==> src/rtl/pwr_seq_pkg.sv <==
package pwr_seq_pkg;
   localparam int             SRC_W       = 3;
   localparam logic [SRC_W-1:0] SRC_INT0_HI = 3'd4;
   localparam logic [SRC_W-1:0] SRC_INT0_LO = 3'd6;
endpackage

==> src/rtl/pwr_wake_mux.sv <==
module pwr_wake_mux
   import pwr_seq_pkg::*;
#(
   parameter int NPIN = 8
) (
   input  logic [NPIN-1:0]       pin,
   input  logic [SRC_W*NPIN-1:0] src,
   input  logic                  card_irq,
   input  logic                  keypad_irq,
   output logic                  pin_wake,
   output logic                  all_wake
);
   logic [NPIN-1:0] qual;

   for (genvar i = 0; i < NPIN; i++) begin : g_pin
      logic [SRC_W-1:0] code;
      assign code    = src[i*SRC_W +: SRC_W];
      assign qual[i] = ((code == SRC_INT0_HI) &  pin[i]) |
                       ((code == SRC_INT0_LO) & ~pin[i]);
   end

   assign pin_wake = |qual;
   assign all_wake = pin_wake | card_irq | keypad_irq;
endmodule

==> src/rtl/pwr_sync.sv <==
module pwr_sync #(
   parameter int W      = 1,
   parameter int STAGES = 2
) (
   input  logic         clk,
   input  logic         rst_n,
   input  logic [W-1:0] d,
   output logic [W-1:0] q
);
   logic [W-1:0] st [STAGES];

   always_ff @(posedge clk or negedge rst_n) begin
      if (!rst_n) begin
         for (int k = 0; k < STAGES; k++) st[k] <= '0;
      end else begin
         st[0] <= d;
         for (int k = 1; k < STAGES; k++) st[k] <= st[k-1];
      end
   end

   assign q = st[STAGES-1];
endmodule

==> src/rtl/pwr_tc_cnt.sv <==
module pwr_tc_cnt #(
   parameter int W = 5
) (
   input  logic         clk,
   input  logic         rst_n,
   input  logic         en,
   input  logic         clr,
   output logic         tc,
   output logic [W-1:0] cnt
);
   always_ff @(posedge clk or negedge rst_n) begin
      if (!rst_n)   cnt <= '0;
      else if (clr) cnt <= '0;
      else if (en)  cnt <= cnt + 1'b1;
   end

   assign tc = en & (&cnt);
endmodule

==> src/rtl/pwr_seq_top.sv <==
module pwr_seq_top
   import pwr_seq_pkg::*;
#(
   parameter int NPIN        = 8,
   parameter int GRACE_W     = 5,
   parameter int SETTLE_W    = 9,
   parameter int SYNC_STAGES = 2
) (
   input  logic                  clk,
   input  logic                  rst_n,
   input  logic                  clk_ok,
   input  logic                  route_sel,
   input  logic                  pd_set,
   input  logic                  irq_ack,
   input  logic [NPIN-1:0]       usr_pin,
   input  logic [SRC_W*NPIN-1:0] usr_src,
   input  logic                  card_irq,
   input  logic                  keypad_irq,
   output logic                  analog_off,
   output logic                  irq0_req,
   output logic                  pd_pending
);
   if (NPIN < 1 || GRACE_W < 1 || SETTLE_W < 1 || SYNC_STAGES < 2) begin : g_bad_cfg
      $error("pwr_seq_top: illegal parameter set");
   end

   logic                pin_raw, wake_raw, pin_s, wake_s;
   logic                off_q, waking_q, req_q, irq_q;
   logic                grace_en, grace_tc, settle_en, settle_tc, wake_go, irq_set;
   logic [GRACE_W-1:0]  grace_cnt;
   logic [SETTLE_W-1:0] settle_cnt;

   pwr_wake_mux #(.NPIN(NPIN)) u_mux (
      .pin(usr_pin), .src(usr_src), .card_irq(card_irq), .keypad_irq(keypad_irq),
      .pin_wake(pin_raw), .all_wake(wake_raw)
   );

   pwr_sync #(.W(2), .STAGES(SYNC_STAGES)) u_sync (
      .clk(clk), .rst_n(rst_n), .d({pin_raw, wake_raw}), .q({pin_s, wake_s})
   );

   assign grace_en  = req_q & ~off_q & ~waking_q;
   assign settle_en = waking_q & clk_ok;
   assign wake_go   = route_sel & off_q & wake_s;
   assign irq_set   = settle_tc | (~route_sel & pin_s);

   pwr_tc_cnt #(.W(GRACE_W)) u_grace (
      .clk(clk), .rst_n(rst_n), .en(grace_en), .clr(settle_tc),
      .tc(grace_tc), .cnt(grace_cnt)
   );

   pwr_tc_cnt #(.W(SETTLE_W)) u_settle (
      .clk(clk), .rst_n(rst_n), .en(settle_en), .clr(1'b0),
      .tc(settle_tc), .cnt(settle_cnt)
   );

   always_ff @(posedge clk or negedge rst_n) begin
      if (!rst_n) begin
         off_q    <= 1'b0;
         waking_q <= 1'b0;
         req_q    <= 1'b0;
         irq_q    <= 1'b0;
      end else begin
         if (grace_tc)      off_q <= 1'b1;
         else if (wake_go)  off_q <= 1'b0;

         if (wake_go)        waking_q <= 1'b1;
         else if (settle_tc) waking_q <= 1'b0;

         if (pd_set)         req_q <= 1'b1;
         else if (settle_tc) req_q <= 1'b0;

         if (irq_set)        irq_q <= 1'b1;
         else if (irq_ack)   irq_q <= 1'b0;
      end
   end

   assign analog_off = off_q & ~(route_sel & wake_raw);
   assign irq0_req   = irq_q;
   assign pd_pending = req_q;
endmodule

==> config.mk <==
export PLATFORM = sky130hd
export DESIGN_NAME = pwr_seq_top
export DESIGN_NICKNAME = d
export VERILOG_FILES = /design/src/rtl/pwr_seq_pkg.sv /design/src/rtl/pwr_wake_mux.sv /design/src/rtl/pwr_sync.sv /design/src/rtl/pwr_tc_cnt.sv /design/src/rtl/pwr_seq_top.sv
export SDC_FILE = /design/constraint.sdc
export NUM_CORES = 1
export LEC_CHECK = 0
export BUFFER_PORTS_ARGS = -buffer_cell sky130_fd_sc_hd__buf_2
export CAP_MARGIN = 10
export CORE_MARGIN = 4
export CORE_UTILIZATION = 50
export DETAILED_ROUTE_END_ITERATION = 10
export PLACE_DENSITY = 0.86
export SLEW_MARGIN = 5
export SYNTH_ARGS = -nofsm -noshare
export SYNTH_HDL_FRONTEND = slang
export SYNTH_SLANG_ARGS = --single-unit
export TNS_END_PERCENT = 5
==> constraint.sdc <==
create_clock -name clk -period 2.5 [get_ports clk]
set_input_delay 0.5 -clock clk [delete_from_list [all_inputs] [get_ports clk]]
set_output_delay 0.5 -clock clk [all_outputs]
set_load 0.01 [all_outputs]
==> summary.txt <==
STA
  – Highest clock rate: 451.4 MHz
  – Final min period: 2.216 ns
  – Final period util: 0.8862
  – RSZ-0062 raised after global routing: no
  – Final TNS setup: 0 ns
  – Tightest Pin Transition: 0.4781 ns
  – Final Setup Violations: 0
  – Post-route clock skew: 0.01268 ns
  – Slew margin rel.: 0.6799
  – Final Hold Viols: 0
  – Max-slew violation count: 0

Yosys
  – Synthesized area: 1084 um2
  – Syn Inst Count: 103
  – Warnings from Yosys: 0
  – Synth area leader: dfrtp_1
  – Syn_nets: 147
  – Main area contributors after synthesis: dfrtp_1, xnor2_1, nand2_1
  – Post-synth top area share: 0.5081
  – Yosys cell types: 24
  – Syn avg cell area: 10.52 um2
  – Seq cells post-synth: 22
  – Post-synthesis sequential area ratio: 0.5081

Route
  – DR pass1 iterations: 4
  – Routed Antenna Nets: 0
  – DR iter-0 viols: 12
  – DR vias/cell: 5.120
  – Total number of vias: 896
  – Final WL: 2.246 mm
  – Wire length per cell: 12.83 um
  – DRC: 0

Global route
  – First-pass GRT wire length: 3.746 mm
  – Global Route Usage Sum: 0.1776
  – Gr ovfl total: 0
  – Largest net degree at the start of global routing: 23
  – Initial antenna violation count: 0
  – Vias in the first global route: 1019

Power and ir drop
  – Comb pwr share: 0.306
  – Sequential Power Share: 0.516
  – Int Power: 0.0007194 W
  – PwrDens: 791.2 nW/um2
  – Switching part of the total: 0.3314
  – Leak: 0.6731 nW
  – Clock Power Share: 0.177
  – Sw Pwr: 0.0003566 W
  – VDD IR max: 523.4 uV

Floorplan
  – Die Height: 54.55 um
  – Number of core rows: 16
  – # IOs: 43
  – DIE WIDTH: 54.55 um
  – Die area: 2976 um2
  – Area of the core: 2002 um2
  – Initial core utilization: 0.5412

Place
  – Post-DP HPWL: 1.920 mm
  – PortBufs: 42
  – Final Wtd Congestion: 0.7160

Worst setup path
  – Worst endpoint required time: 2.00 ns
  – Endpoint type of the worst setup path: output pin
  – WP data arrival: 1.72 ns
  – Crit path launch type: input pin
  – Crit path max fanout: 3
  – CP Class: in -> out

CTS
  – Post-cts sizing count: 0
  – Clk sinks: 22
  – CTS Hold Bufs: 0
  – Root Driver: clkbuf_4
  – CTS Buffer Depth: 2
  – Total CTS buffers: 3
  – CTS tree: yes
  – Insertion delay to the later sink of the worst-skew pair: 0.31 ns
  – Reg clk slew, reported paths: 0.12 ns
  – CTS H-tree lvls: 1
  – Buffer count from post-CTS setup fixing: 0

Cells and area
  – Fill cells: 165
  – Area growth syn-to-layout: 25.52%
  – Layout cells sized above 1: 0.3243
  – Final Util: 0.6794
  – Layout net count: 193
  – Most frequent cells in the layout: buf_2, dfrtp_1, xnor2_1
  – Ant diodes: 0
  – Most common cell after layout, fill and taps aside: buf_2

Run status
  – Status: finished, final reports clean

Hold path
  – Worst Hold Class: in -> async

Flow run
  – Max cap viols: 0
stage by stage:
stage                     worst slack [ns]  total power, W  cells  cell area, um2  hold slack (ns)
after CTS                           0.2738        0.001084    175            1360           0.1462
after global placement              0.3255       0.0008624    171            1324           0.3336
final                               0.2844        0.001076    175            1360           0.1195
after floorplan                     0.5269       0.0007860    103            1084           0.2044
after global routing                0.1891        0.001158    175            1360           0.1651
after detailed placement            0.2823       0.0008964    171            1324           0.3477
worst max-delay path: stages:
cell,delay (ns)
buf_2,0.10
xnor2_1,0.17
o32ai_1,0.10
or4_4,0.55
o22ai_1,0.14
buf_2,0.15
power by group through the flow:
stage          sequential [W]  clock (W)  combinational, W
2_1_floorplan        0.000542          0          0.000244
3_3_place_gp         0.000554          0          0.000308
3_5_place_dp         0.000562          0          0.000334
4_1_cts              0.000555   0.000194          0.000336
5_1_grt              0.000568   0.000209          0.000381
6_report             0.000556   0.000191          0.000330
layout make-up:
cell class,count,area (um2),share of cell area
clock buffers,4,36.28,0.02668
flip-flops and latches,22,550.5,0.4048
well taps,27,33.78,0.02484
multi-input cells,72,499.2,0.3671
repair buffers,42,210.2,0.1546
inverters,8,30.03,0.02208
final timing paths:
path	startpoint	to	slack, ns	cells past startpoint
worst max-delay path	usr_src[1]	analog_off	0.28	6
worst min register to register	u_sync.st[2]	u_sync.q[0]	0.37	0
worst max register to register	off_q	u_grace.cnt[3]	1.02	4
worst min-delay path	rst_n	u_settle.cnt[3]	0.12	1
min in group clk	u_sync.st[2]	u_sync.q[0]	0.37	0
max in group asynchronous	rst_n	u_sync.st[2]	2.05	1
metal layers:
metal | wire, um | GRT usage
met1 | 738 | 0.1529
met2 | 1290 | 0.3705
met3 | 166 | 0.04087
met4 | 50 | 0.07884
met5 | 0 | 0
kinds of logic after synthesis:
logic type                 after synthesis  share of synthesized area
xor gates and xnor gates                18                     0.1455
adders and majority gates                4                    0.04619
DFF                                     22                     0.5081
muxes                                    2                    0.01848
AOI/OAI and AO/OA                        9                    0.06582
buffers and inverters                    9                    0.03118
and+or+nand+nor                         39                     0.1847
state kept, by name (all words and copies together), names as in the netlist:
signal,cells
waking_q,1
u_settle.cnt,9
irq0_req,1
off_q,1
u_sync.q,2
pd_pending,1
u_sync.st,2
u_grace.cnt,5
synth_stat cells:
cell type   n
o21ai_0     1
and2_1      1
xor2_1      3
nand4_1     4
or4_4       1
o32ai_1     4
clkbuf_1    1
nor3_1      1
xnor2_1    15
nand2_1    14
nand2b_1    4
dfrtp_1    22
a22o_1      1
o221ai_1    1
and3_1      2
inv_1       8
nand3_1     1
mux2i_1     2
nor3b_2     1
a21o_1      1
o22ai_1     1
ha_1        4
nor2_1      7
or3_1       3
Note: power is estimated with default switching activity, not from simulation.
